## src/rtl/ptp_tc_pkg.sv

```systemverilog
package ptp_tc_pkg;
   localparam int ADDR_W = 12;
   localparam logic [ADDR_W-1:0] OFS_CFG  = 12'hF00;
   localparam logic [ADDR_W-1:0] OFS_FRAC = 12'hF08;
   localparam logic [ADDR_W-1:0] OFS_NS   = 12'hF10;
   localparam logic [ADDR_W-1:0] OFS_STEP = 12'hF18;
   localparam logic [ADDR_W-1:0] OFS_SNAP = 12'hF20;

   localparam int CFG_W      = 16;
   localparam int SEL_W      = 6;
   localparam int B_RUN      = 0;
   localparam int B_EXTREF   = 1;
   localparam int B_REFSEL   = 2;
   localparam int B_CAPEN    = 8;
   localparam int B_CAPFALL  = 9;
   localparam int B_TRIGSEL  = 10;
endpackage

```

## src/rtl/ptp_tc_pin_edge.sv

```systemverilog
module ptp_tc_pin_edge #(
   parameter int NUM_PINS    = 4,
   parameter int SEL_W       = 6,
   parameter int SYNC_STAGES = 2
) (
   input  logic                clk,
   input  logic                rst_n,
   input  logic [NUM_PINS-1:0] pins,
   input  logic [SEL_W-1:0]    sel,
   input  logic                falling,
   output logic                pulse
);
   generate
      if (SYNC_STAGES < 2) begin : g_bad_sync
         $error("ptp_tc_pin_edge: SYNC_STAGES must be at least 2");
      end
      if (NUM_PINS > (1 << SEL_W)) begin : g_bad_pins
         $error("ptp_tc_pin_edge: NUM_PINS exceeds select range");
      end
   endgenerate

   logic                   picked;
   logic [SYNC_STAGES-1:0] sync_q;
   logic                   last_q;

   // Out-of-range selects read as a quiet low pin.
   always_comb begin
      picked = 1'b0;
      for (int i = 0; i < NUM_PINS; i++) begin
         if (sel == SEL_W'(i)) picked = pins[i];
      end
   end

   generate
      for (genvar s = 0; s < SYNC_STAGES; s++) begin : g_sync
         if (s == 0) begin : g_first
            always_ff @(posedge clk) begin
               if (!rst_n) sync_q[0] <= 1'b0;
               else        sync_q[0] <= picked;
            end
         end else begin : g_next
            always_ff @(posedge clk) begin
               if (!rst_n) sync_q[s] <= 1'b0;
               else        sync_q[s] <= sync_q[s-1];
            end
         end
      end
   endgenerate

   always_ff @(posedge clk) begin
      if (!rst_n) last_q <= 1'b0;
      else        last_q <= sync_q[SYNC_STAGES-1];
   end

   assign pulse = falling ? (~sync_q[SYNC_STAGES-1] &  last_q)
                          : ( sync_q[SYNC_STAGES-1] & ~last_q);
endmodule

```

## src/rtl/ptp_tc_accum.sv

```systemverilog
module ptp_tc_accum #(
   parameter int NS_W     = 64,
   parameter int FRAC_W   = 32,
   parameter int STEP_W   = 64,
   parameter int DATA_W   = 64
) (
   input  logic              clk,
   input  logic              rst_n,
   input  logic              advance,
   input  logic [STEP_W-1:0] step,
   input  logic              ld_ns,
   input  logic              ld_frac,
   input  logic [DATA_W-1:0] ld_data,
   output logic [NS_W-1:0]   ns_q,
   output logic [FRAC_W-1:0] frac_q
);
   localparam int ACC_W = NS_W + FRAC_W;

   generate
      if (NS_W > DATA_W || FRAC_W > DATA_W || STEP_W > ACC_W) begin : g_bad_w
         $error("ptp_tc_accum: width parameters inconsistent");
      end
   endgenerate

   logic [ACC_W-1:0] sum;
   assign sum = {ns_q, frac_q} + ACC_W'(step);

   always_ff @(posedge clk) begin
      if (!rst_n) begin
         ns_q   <= '0;
         frac_q <= '0;
      end else if (ld_ns) begin
         ns_q   <= ld_data[NS_W-1:0];
      end else if (ld_frac) begin
         frac_q <= ld_data[FRAC_W-1:0];
      end else if (advance) begin
         {ns_q, frac_q} <= sum;
      end
   end
endmodule

```

## src/rtl/ptp_tc_capture.sv

```systemverilog
module ptp_tc_capture #(
   parameter int NS_W = 64
) (
   input  logic            clk,
   input  logic            rst_n,
   input  logic            cap,
   input  logic            snap_rd,
   input  logic [NS_W-1:0] ns_now,
   output logic [NS_W-1:0] snap_q,
   output logic            valid_q,
   output logic            ovf_q
);
   always_ff @(posedge clk) begin
      if (!rst_n) begin
         snap_q  <= '0;
         valid_q <= 1'b0;
         ovf_q   <= 1'b0;
      end else begin
         if (cap) snap_q <= ns_now;

         if (cap)          valid_q <= 1'b1;
         else if (snap_rd) valid_q <= 1'b0;

         if (snap_rd)               ovf_q <= 1'b0;
         else if (cap && valid_q)   ovf_q <= 1'b1;
      end
   end
endmodule

```

## src/rtl/ptp_time_counter.sv

```systemverilog
module ptp_time_counter
   import ptp_tc_pkg::*;
#(
   parameter int NUM_PINS    = 4,
   parameter int NS_W        = 64,
   parameter int FRAC_W      = 32,
   parameter int STEP_INT_W  = 32,
   parameter int DATA_W      = 64,
   parameter int SYNC_STAGES = 2
) (
   input  logic                clk,
   input  logic                rst_n,
   input  logic                int_tick,
   input  logic [NUM_PINS-1:0] ext_ref,
   input  logic [NUM_PINS-1:0] trig_in,
   input  logic                bus_wr,
   input  logic                bus_rd,
   input  logic [ADDR_W-1:0]   bus_addr,
   input  logic [DATA_W-1:0]   bus_wdata,
   output logic [DATA_W-1:0]   bus_rdata,
   output logic                evt_valid,
   output logic                evt_ovf
);
   localparam int STEP_W = STEP_INT_W + FRAC_W;

   generate
      if (STEP_W > DATA_W || CFG_W > DATA_W) begin : g_bad_step
         $error("ptp_time_counter: step or config wider than data bus");
      end
   endgenerate

   logic [CFG_W-1:0]  cfg_q;
   logic [STEP_W-1:0] step_q;
   logic [NS_W-1:0]   ns_q;
   logic [FRAC_W-1:0] frac_q;
   logic [NS_W-1:0]   snap_q;
   logic              wr_cfg, wr_frac, wr_ns, wr_step, snap_rd;
   logic              ref_pulse, trig_pulse, tick, advance, cap_pulse;

   assign wr_cfg  = bus_wr && (bus_addr == OFS_CFG);
   assign wr_frac = bus_wr && (bus_addr == OFS_FRAC);
   assign wr_ns   = bus_wr && (bus_addr == OFS_NS);
   assign wr_step = bus_wr && (bus_addr == OFS_STEP);
   assign snap_rd = bus_rd && (bus_addr == OFS_SNAP);

   always_ff @(posedge clk) begin
      if (!rst_n) begin
         cfg_q  <= '0;
         step_q <= '0;
      end else begin
         if (wr_cfg)  cfg_q  <= bus_wdata[CFG_W-1:0];
         if (wr_step) step_q <= bus_wdata[STEP_W-1:0];
      end
   end

   ptp_tc_pin_edge #(
      .NUM_PINS(NUM_PINS), .SEL_W(SEL_W), .SYNC_STAGES(SYNC_STAGES)
   ) u_ref_edge (
      .clk(clk), .rst_n(rst_n), .pins(ext_ref),
      .sel(cfg_q[B_REFSEL +: SEL_W]), .falling(1'b0), .pulse(ref_pulse)
   );

   ptp_tc_pin_edge #(
      .NUM_PINS(NUM_PINS), .SEL_W(SEL_W), .SYNC_STAGES(SYNC_STAGES)
   ) u_trig_edge (
      .clk(clk), .rst_n(rst_n), .pins(trig_in),
      .sel(cfg_q[B_TRIGSEL +: SEL_W]), .falling(cfg_q[B_CAPFALL]),
      .pulse(trig_pulse)
   );

   assign tick      = cfg_q[B_EXTREF] ? ref_pulse : int_tick;
   assign advance   = tick && cfg_q[B_RUN];
   assign cap_pulse = trig_pulse && cfg_q[B_CAPEN];

   ptp_tc_accum #(
      .NS_W(NS_W), .FRAC_W(FRAC_W), .STEP_W(STEP_W), .DATA_W(DATA_W)
   ) u_accum (
      .clk(clk), .rst_n(rst_n), .advance(advance), .step(step_q),
      .ld_ns(wr_ns), .ld_frac(wr_frac), .ld_data(bus_wdata),
      .ns_q(ns_q), .frac_q(frac_q)
   );

   ptp_tc_capture #(.NS_W(NS_W)) u_capture (
      .clk(clk), .rst_n(rst_n), .cap(cap_pulse), .snap_rd(snap_rd),
      .ns_now(ns_q), .snap_q(snap_q), .valid_q(evt_valid), .ovf_q(evt_ovf)
   );

   always_comb begin
      case (bus_addr)
         OFS_CFG:  bus_rdata = DATA_W'(cfg_q);
         OFS_FRAC: bus_rdata = DATA_W'(frac_q);
         OFS_NS:   bus_rdata = DATA_W'(ns_q);
         OFS_STEP: bus_rdata = DATA_W'(step_q);
         OFS_SNAP: bus_rdata = DATA_W'(snap_q);
         default:  bus_rdata = '0;
      endcase
   end
endmodule

```

## config.mk

```make
export PLATFORM = sky130hd
export DESIGN_NAME = ptp_time_counter
export DESIGN_NICKNAME = d
export VERILOG_FILES = /design/src/rtl/ptp_tc_pkg.sv /design/src/rtl/ptp_tc_pin_edge.sv /design/src/rtl/ptp_tc_accum.sv /design/src/rtl/ptp_tc_capture.sv /design/src/rtl/ptp_time_counter.sv
export SDC_FILE = /design/constraint.sdc
export NUM_CORES = 1
export LEC_CHECK = 0
export BUFFER_PORTS_ARGS = -buffer_cell sky130_fd_sc_hd__buf_2
export CAP_MARGIN = 20
export CORE_MARGIN = 3
export CORE_UTILIZATION = 45
export CTS_BUF_LIST = sky130_fd_sc_hd__clkbuf_4
export DETAILED_ROUTE_END_ITERATION = 10
export GPL_TIMING_DRIVEN = 0
export PLACE_DENSITY = 0.75
export SYNTH_ARGS = -nofsm -noshare
export SYNTH_HDL_FRONTEND = slang
export SYNTH_SLANG_ARGS = --single-unit
```

## constraint.sdc

```tcl
create_clock -name clk -period 8.7 [get_ports clk]
set_input_delay 1.74 -clock clk [delete_from_list [all_inputs] [get_ports clk]]
set_output_delay 1.74 -clock clk [all_outputs]
set_load 0.01 [all_outputs]
```

After elaboration in Yosys (flattened, before gate mapping)

Index checks and enable logic that the tools add are counted.

Word-level logic and storage cells: 68
Register bits: 248
Output and inout bits: 66
Input bits: 89

Equal/unequal tests: 12
Bitwise operators: 8
Reductions and logical operators: 16
Muxes and demuxes: 18
$add $sub $neg: 1

Operator list:

| operator                                                               | count |
|---|---|
| 64-bit case mux with 5 select lines                                    | 1 |
| 64-bit 2-to-1 mux                                                      | 3 |
| 96-bit by 64-bit adder with 96-bit output                              | 1 |
| 32-bit 2-to-1 mux                                                      | 2 |
| 12-bit equality test (second input constant)                           | 5 |
| 6-bit by 2-bit equality test with 1-bit output (second input constant) | 4 |
| 6-bit by 1-bit equality test with 1-bit output (second input constant) | 2 |
| 6-bit logical NOT                                                      | 2 |
| 1-bit 2-to-1 mux                                                       | 12 |
| 1-bit logical AND                                                      | 8 |
| 2-bit nonzero test                                                     | 3 |
| 1-bit NOT                                                              | 5 |
| 2-bit AND reduction                                                    | 2 |
| 1-bit bitwise AND                                                      | 3 |
| 2-bit by 1-bit != test with 1-bit output (second input constant)       | 1 |
| 2-bit OR reduction                                                     | 1 |

Longest topological paths before layout

Gate-level depths: netlist of run 1.

Depth after elaboration: 7
Gate-level depth with buffers: 15
Mapped depth without buffers: 14

Modules after synthesis

Synthesis of run 1 repeated with hierarchy kept, for this count alone.

Cells, all modules: 1940
Area, all modules: 15791.4 µm²

By module, submodules not included:

| module           | cells an instance | area each (µm²) | times used | sequential area each (µm²) |
|---|---|---|---|---|
| ptp_tc_accum     | 1123              | 8303.0          | 1          | 1921.8 |
| ptp_time_counter | 582               | 4697.0          | 1          | 1601.5 |
| ptp_tc_capture   | 213               | 2543.7          | 1          | 1321.3 |
| ptp_tc_pin_edge  | 11                | 123.9           | 2          | 60.1 |

Worst setup path before layout of run 1

OpenSTA, ideal clock, no wires.

Path kind: input port to output port
Start point: input bus_addr[2]
End point: output bus_rdata[16]
Required time: 6.960 ns
Cell stages on the path: 8
Path slack: 3.119 ns
Buffers on the path: 2
Arrival time: 3.841 ns
Cell sequence: or4b_1 > nor3_1 > nand4_1 > or3_1 > clkbuf_1 > nor2_1 > clkbuf_1 > a221o_1

Word-level cells in the longest chain between the ends: 2
Elaborated cells between the ends (all ways): 6
Classes of those cells: eq/ne (5); mux (1)

RTL lines:

| element                               | RTL line               | source |
|---|---|---|
| from (decl)                           | ptp_time_counter.sv:18 | `input logic [ADDR_W-1:0] bus_addr,` |
| 12-bit equality test                  | ptp_time_counter.sv:89 | `case (bus_addr)` |
| 64-bit case mux with 5 select lines * | ptp_time_counter.sv:89 |  |
| to (decl)                             | ptp_time_counter.sv:20 | `output logic [DATA_W-1:0] bus_rdata,` |

Mark *: on every way between the ends. The rest lies on a longest branch, timed or not.

Worst setup path after layout of run 1

Start point: input bus_addr[2]
End point: output bus_rdata[31]

The elaborated chain is that of the path after synthesis.

==> metrics.yaml, run 1 <==
floorplan:
  die_x_um: 190
  die_h_um: 190
  num_rows: 66
  core-area_um2: 33000
  io_pins: 155
  dieArea_um2: 36300
  start_util: 0.464
yosys:
  syn-cell-area_um2: 15300
  syn-num-nets: 2210
  yosys-top-cells-area: "dfxtp_1 (32%), nand2_1 (11%), a21oi_1 (9.9%)"
  yosys.area.top_type_share: 0.324
  synth_edf_count: 0
  synthArstFlopShare: 0
  syn_area_per_cell_um2: 7.45
  ys.flop_type: "dfxtp_1"
  ys_seq_area_frac: 0.324
  synth_seq_cells: 248
  yosysUniqueCellTypes: 77
  synth.largest_area_cell: "dfxtp_1"
  syn_inst: 2056
  yosysWarnings: 0
route:
  antenna_left: 0
  viasPerCell: 6.31
  drtPass1Iterations: 10
  drc_errors: 1
  initialDrtViolationCount: 2184
  drt_wl_total_um: 67500
  wire_per_inst_um: 24.4
  vias: 17400
final_layout:
  stdcell_count: 2766
  syn2layout_area_growth_pct: 14.2
  final_nets: 2436
  drive_above_1_share: 0.129
  fillers: 3303
global_route:
  grtUsageTotal: 0.362
  grt_pass1_vias: 16100
  overflow: 0
  grt_start_max_net_pins: 11
  antenna_found_initial: 1
  grt_pass1_wl_um: 99200
sta:
  hold_violations: 0
  max_freq_ghz: 0.143
  min_period_ps: 6980
  finalMaxSlewViolations: 0
  rsz0062_at_grt: "false"
  worst_clock_skew_ps: 46.5
  post-route-period-util: 0.803
  worst_pin_slew_ps: 1140
  relSlewSlack: 0.238
  tns_ps: 0
  setup_viol: 0
setup_path:
  critPathKind: "in2out"
  cp.required_ps: 6960
  startpoint_type: "input port"
  critPathMaxFanout: 10
  cp-end-kind: "output pin"
  cp.arrival_ps: 5240
power:
  p_leak_nw: 6.84
  power_density_nw_per_um2: 135
  power_mw: 2.36
  ir_drop_uv: 72.9
clock_network:
  hold_buffers: 0
  clockBufferDepth: 3
  clkSinkCount: 248
  post-cts-setup-buffers: 0
  cts_made_buffers: 73
  clkTransAtPathRegs_ps: 60
  cts_tree: "built"
  cts_resized: 0
  cts_root_buf: "clkbuf_4"
  clk_latency_ps: 760
  htree_levels: 3
status:
  status: "finished with violations"
  violations: "design-rule violations"
hold_path:
  hold_class: "reg2reg"
placement:
  gp_congestion: 1.05
  dp_hpwl_um: 51000
  numPlacedInstances: 2649
  portBuffers: 151
run:
  cap_viol_max_count: 0
[kinds of logic after synthesis]
group	after synthesis	share of synthesized area
AOI/OAI and AO/OA	647	0.258
xor gates and xnor gates	83	0.0475
buffers and inverters	174	0.0441
and+or+nand+nor	755	0.216
adders and majority gates	65	0.0536
muxes	84	0.0565
DFF	248	0.324
[stage by stage]
| step | area (um2) | util | setup WS, ps | hold WS (ps) |
|---|---|---|---|---|
| after detailed placement | 16600 | 0.503 | 1960 | 424 |
| after global placement | 16600 | 0.503 | 2000 | 419 |
| after CTS | 17500 | 0.529 | 1950 | 439 |
| final | 17500 | 0.529 | 1720 | 436 |
| after global routing | 17500 | 0.529 | 1670 | 462 |
| after floorplan | 15300 | - | 3120 | 412 |
[sequential cells by signal (all words and copies together), names as in the netlist]
name                cells
cfg_q                  16
step_q                 64
u_accum.frac_q         32
u_accum.ns_q           64
u_capture.ovf_q         1
u_capture.snap_q       64
u_capture.valid_q       1
u_ref_edge.last_q       1
u_ref_edge.sync_q       2
u_trig_edge.last_q      1
u_trig_edge.sync_q      2
[cell usage in the layout, fill, tap and decap left out, types with 8 or more instances in the layout]
cell type  synthesis  layout
buf_2             13     164
dfxtp_1          248     248
xnor2_1           45      45
nor2_1           103     103
ha_1              64      64
o211ai_1          11      11
and2_1            11      11
clkbuf_1         124     124
and3_1            39      39
nand3_1           36      36
a311oi_1          11      11
a221o_1           19      19
o221ai_1          17      17
o21bai_1          14      14
a21o_1            38      38
mux2i_1           82      82
xor2_1            38      38
nand4_1           33      33
a21oi_1          303     303
a211oi_1           9       9
nand2_1          459     459
o21ai_0          124     124
clkbuf_4           0     106
o21a_1            16      16
nor3_1            26      26
inv_1             25      25
o22ai_1           17      17
buf_1              8       8
a31oi_1           17      17
[final timing paths]
check	cells past startpoint	end	startpoint	slack, ps
max	10	bus_rdata[31]	bus_addr[2]	1720
max reg2reg	12	u_accum.ns_q[25]	step_q[3]	4380
min reg2reg	1	u_trig_edge.sync_q[1]	u_trig_edge.sync_q[0]	440
min	1	u_trig_edge.sync_q[1]	u_trig_edge.sync_q[0]	440
[worst max-delay path, cell delays in order]
cell	delay, ps
buf_2	90
or4b_1	510
nor3_1	140
nand4_1	240
or3_1	370
clkbuf_1	340
nor2_1	600
clkbuf_1	660
a221o_1	370
buf_2	170
[area by class of cell]
type,instances,area [um2],share of cell area
multi-input combinational,1634,9670,0.553
sequential,248,4960,0.284
clock buffer,106,796,0.0455
timing repair buffer,151,756,0.0432
buffer,148,578,0.0331
tap,442,553,0.0316
inverter,26,97.6,0.00558
clock inverter,10,65.1,0.00372
antenna,1,2.50,0.000143
[report_power, final]
group          internal [mW]  total [mW]  switching [mW]
registers               1.14        1.14        0.000568
clock network          0.579        1.12           0.538
logic                 0.0303       0.107          0.0766
[Yosys cell counts (4+ instances only)]
| cell | instances |
|---|---|
| ha_1 | 64 |
| o311ai_0 | 4 |
| a211oi_1 | 9 |
| a21oi_1 | 303 |
| nand2b_1 | 7 |
| and2_1 | 11 |
| nand4_1 | 33 |
| nor2b_1 | 6 |
| inv_1 | 25 |
| nand2_1 | 459 |
| a21o_1 | 38 |
| o22ai_1 | 17 |
| a31oi_1 | 17 |
| xnor2_1 | 45 |
| xor2_1 | 38 |
| o221ai_1 | 17 |
| nand3_1 | 36 |
| a221o_1 | 19 |
| o31ai_1 | 5 |
| o21ai_0 | 124 |
| a311oi_1 | 11 |
| o21a_1 | 16 |
| o21ai_1 | 4 |
| nand3b_1 | 5 |
| nor4_1 | 7 |
| nor2_1 | 103 |
| dfxtp_1 | 248 |
| buf_2 | 13 |
| o211ai_1 | 11 |
| mux2i_1 | 82 |
| o21bai_1 | 14 |
| nor3_1 | 26 |
| buf_1 | 8 |
| and3_1 | 39 |
| or3_1 | 7 |
| clkbuf_1 | 124 |
[metal layers]
| layer | wire length (um) | up-vias | GRT usage |
|---|---|---|---|
| met5 | 0 | - | 0 |
| met1 | 28300 | 8270 | 0.508 |
| met2 | 27800 | 1177 | 0.524 |
| li1 | - | 7796 | - |
| met4 | 3260 | 0 | 0.171 |
| met3 | 8150 | 199 | 0.0857 |
Note: power is estimated with default switching activity, not from simulation.
==> run 2, diff against run 1 <==
--- a/config.mk
+++ b/config.mk
@@ -5,6 +5,7 @@
 export SDC_FILE = /design/constraint.sdc
 export NUM_CORES = 1
 export LEC_CHECK = 0
+export ABC_AREA = 1
 export BUFFER_PORTS_ARGS = -buffer_cell sky130_fd_sc_hd__buf_2
 export CAP_MARGIN = 20
 export CORE_MARGIN = 3
@@ -12,7 +13,7 @@
 export CTS_BUF_LIST = sky130_fd_sc_hd__clkbuf_4
 export DETAILED_ROUTE_END_ITERATION = 10
 export GPL_TIMING_DRIVEN = 0
-export PLACE_DENSITY = 0.75
+export PLACE_DENSITY = 0.76
 export SYNTH_ARGS = -nofsm -noshare
 export SYNTH_HDL_FRONTEND = slang
 export SYNTH_SLANG_ARGS = --single-unit
==> constraint.sdc (replaced) <==
create_clock -name clk -period 6.4 [get_ports clk]
set_input_delay 1.28 -clock clk [delete_from_list [all_inputs] [get_ports clk]]
set_output_delay 1.28 -clock clk [all_outputs]
set_load 0.01 [all_outputs]
==> metrics.yaml, run 2 <==
status:
  status: "completed"  # was finished with violations
sta:
  timing.hold.ws_ps: 420  # was 436 ps
  min_period_ps: 5500
  worst_pin_slew_ps: 1270  # was 1140 ps
  rsz0062_at_grt: "false"  # unchanged
  setup_viol: 0  # unchanged
  post-route-period-util: 0.859
  worst_clock_skew_ps: 104  # was 46.5 ps
  relSlewSlack: 0.155  # was 0.238
  tns_ps: 0  # unchanged
  worst_slack_ps: 900  # was 1720 ps
  finalMaxSlewViolations: 0  # unchanged
  hold_violations: 0  # unchanged
  max_freq_ghz: 0.182
yosys:
  ys_seq_area_frac: 0.272  # was 0.324
  synth_edf_count: 0  # unchanged
  synthArstFlopShare: 0  # unchanged
  synth_common_cells: "nand2_1 (840), inv_1 (382), nor2_1 (374)"  # was nand2_1 (459), a21oi_1 (303), dfxtp_1 (248)
  yosys.area.top_type_share: 0.272  # was 0.324
  syn-num-nets: 3127  # was 2,210
  syn-cell-area_um2: 18300  # was 15,300 um2
  syn_area_per_cell_um2: 6.15  # was 7.45 um2
  yosysUniqueCellTypes: 57  # was 77
  syn_inst: 2973  # was 2,056
  yosysWarnings: 0  # unchanged
  yosys-top-cells-area: "dfxtp_1 (27%), nand2_1 (17%), inv_1 (7.8%)"  # was dfxtp_1 (32%), nand2_1 (11%), a21oi_1 (9.9%)
  synth.largest_area_cell: "dfxtp_1"  # unchanged
  ys.flop_type: "dfxtp_1"  # unchanged
  synth.most_common_cell: "nand2_1"  # unchanged
  synth_seq_cells: 248  # unchanged
final_layout:
  final_common_cell: "nand2_1"  # unchanged
  syn2layout_area_growth_pct: 13.0  # was 14.2%
  stdcell_count: 3783  # was 2,766
  largest_registers: "step_q (64), u_accum.ns_q (64), u_capture.snap_q (64)"  # unchanged
  most-common-layout-cells: "nand2_1 (840), inv_1 (382), nor2_1 (374)"  # was nand2_1 (459), a21oi_1 (303), dfxtp_1 (248)
  stdcell_area_um2: 20600  # was 17,500 um2
  final_core_util: 0.517  # was 0.529
  fillers: 4319  # was 3,303
  final_nets: 3359  # was 2,436
  drive_above_1_share: 0.133  # was 0.129
  multiInputGateArea_um2: 11300  # was 9670 um2
  ff_latch_area_um2: 4960  # unchanged
power:
  ir_drop_uv: 220  # was 72.9 uV
  power_mw: 3.26  # was 2.36 mW
  p_leak_nw: 9.64  # was 6.84 nW
  power_density_nw_per_um2: 158  # was 135 nW/um2
floorplan:
  die_h_um: 208  # was 190 um
  die_x_um: 208  # was 190 um
  core-area_um2: 39900  # was 33,000 um2
  io_pins: 155  # unchanged
  dieArea_um2: 43100  # was 36,300 um2
  num_rows: 73  # was 66
  start_util: 0.458  # was 0.464
placement:
  placed_area_um2: 19700  # was 16,600 um2
  dp_hpwl_um: 75900  # was 51,000 um
  gp_congestion: 1.10  # was 1.05
  numPlacedInstances: 3654  # was 2,649
  portBuffers: 154  # was 151
  place_ws_ps: 1060  # was 1960 ps
global_route:
  grtUsageTotal: 0.412  # was 0.362
  grt_start_max_net_pins: 13  # was 11
  antenna_found_initial: 4  # was 1
  overflow: 0  # unchanged
  grt_pass1_vias: 20100  # was 16,100
  grt_pass1_wl_um: 132000  # was 99,200 um
setup_path:
  r2r_cells: 17  # was 12
  cp.required_ps: 5120  # was 6960 ps
  startpoint_type: "input port"  # unchanged
  rrSetupSlack_ps: 2980  # was 4380 ps
  r2r-end: "u_accum.ns_q[46]"  # was u_accum.ns_q[25]
  rr_startpoint: "step_q[0]"  # was step_q[3]
  critPathKind: "in2out"  # unchanged
  critPathMaxFanout: 10  # unchanged
  cp-end-kind: "output pin"  # unchanged
  cp.arrival_ps: 4220  # was 5240 ps
clock_network:
  clockBufferDepth: 3  # unchanged
  clkSinkCount: 248  # unchanged
  htree_levels: 3  # unchanged
  post-cts-setup-buffers: 0  # unchanged
  cts_root_buf: "clkbuf_4"  # unchanged
  cts_tree: "built"  # unchanged
  hold_buffers: 0  # unchanged
  cts_made_buffers: 74  # was 73
  clkTransAtPathRegs_ps: 70  # was 60 ps
  clk_latency_ps: 890  # was 760 ps
  cts_resized: 0  # unchanged
route:
  wire_per_inst_um: 24.5  # was 24.4 um
  viasPerCell: 5.81  # was 6.31
  drtPass1Iterations: 6  # was 10
  drc_errors: 0  # was 1
  drt_wl_total_um: 92900  # was 67,500 um
  antenna_left: 0  # unchanged
  initialDrtViolationCount: 2597  # was 2,184
  vias: 22000  # was 17,400
hold_path:
  hold_class: "reg2reg"  # unchanged
  worstHoldPathCells: 2  # was 1
  worstHoldStart: "u_trig_edge.sync_q[0]"  # unchanged
  worstHoldEndpoint: "u_trig_edge.sync_q[1]"  # unchanged
run:
  cap_viol_max_count: 0  # unchanged
-- run 2: worst max path at each step --
stage	startpoint	to	slack (ps)	cells past startpoint
6_report	bus_addr[7]	bus_rdata[27]	900	11
5_1_grt	bus_addr[7]	bus_rdata[27]	910	11
4_1_cts	bus_addr[7]	bus_rdata[27]	1050	11
3_5_place_dp	bus_addr[7]	bus_rdata[27]	1060	11
3_3_place_gp	bus_addr[7]	bus_rdata[38]	630	12
2_1_floorplan	bus_addr[7]	bus_rdata[27]	2450	9
-- run 2: report_power, final --
part           internal, mW  leakage [nW]  switching (mW)  total (mW)
combinational        0.0303          7.12          0.0910       0.121
clock                 0.771         0.527           0.823        1.59
sequential             1.54          2.00        0.000803        1.55
total                  2.35          9.64           0.915        3.26
-- run 2: final cells by class --
type / count / share of cell area
Clock buffer: 100 / 0.0364
Sequential cell: 248 / 0.240
Antenna cell: 2 / 0.000242
Clock inverter: 27 / 0.00757
Timing Repair Buffer: 156 / 0.0386
Buffer: 105 / 0.0261
Multi-Input combinational cell: 2223 / 0.546
Inverter: 397 / 0.0724
Tap cell: 525 / 0.0318
-- run 2: metal layers --
| layer | vias to the layer above | wire length [um] | global-route usage |
|---|---|---|---|
| met3 | 367 | 9680 | 0.0946 |
| met2 | 1333 | 39600 | 0.634 |
| li1 | 10200 | - | - |
| met5 | - | 0 | 0 |
| met4 | 0 | 8080 | 0.300 |
| met1 | 10000 | 35500 | 0.506 |
-- run 2: logic make-up (layout without fill, tap and decap cells) --
logic type | count (synthesis) | after routing | share of synthesized area
AO/OA/AOI/OAI | 681 | 681 | 0.235
XOR/XNOR | 20 | 20 | 0.00958
adder cells (fa/ha/maj) | 65 | 65 | 0.0449
buffers and inverters | 502 | 785 | 0.111
flip-flops | 248 | 248 | 0.272
other | 0 | 2 | 0
AND/OR/NAND/NOR | 1457 | 1457 | 0.327
-- run 2: critical path: stages --
cell	delay, ps
buf_2	100
or2_4	260
nor2_1	90
nand2_1	120
inv_2	80
nand2_1	200
inv_2	310
clkbuf_1	840
nand2_1	300
a41oi_1	430
buf_2	200
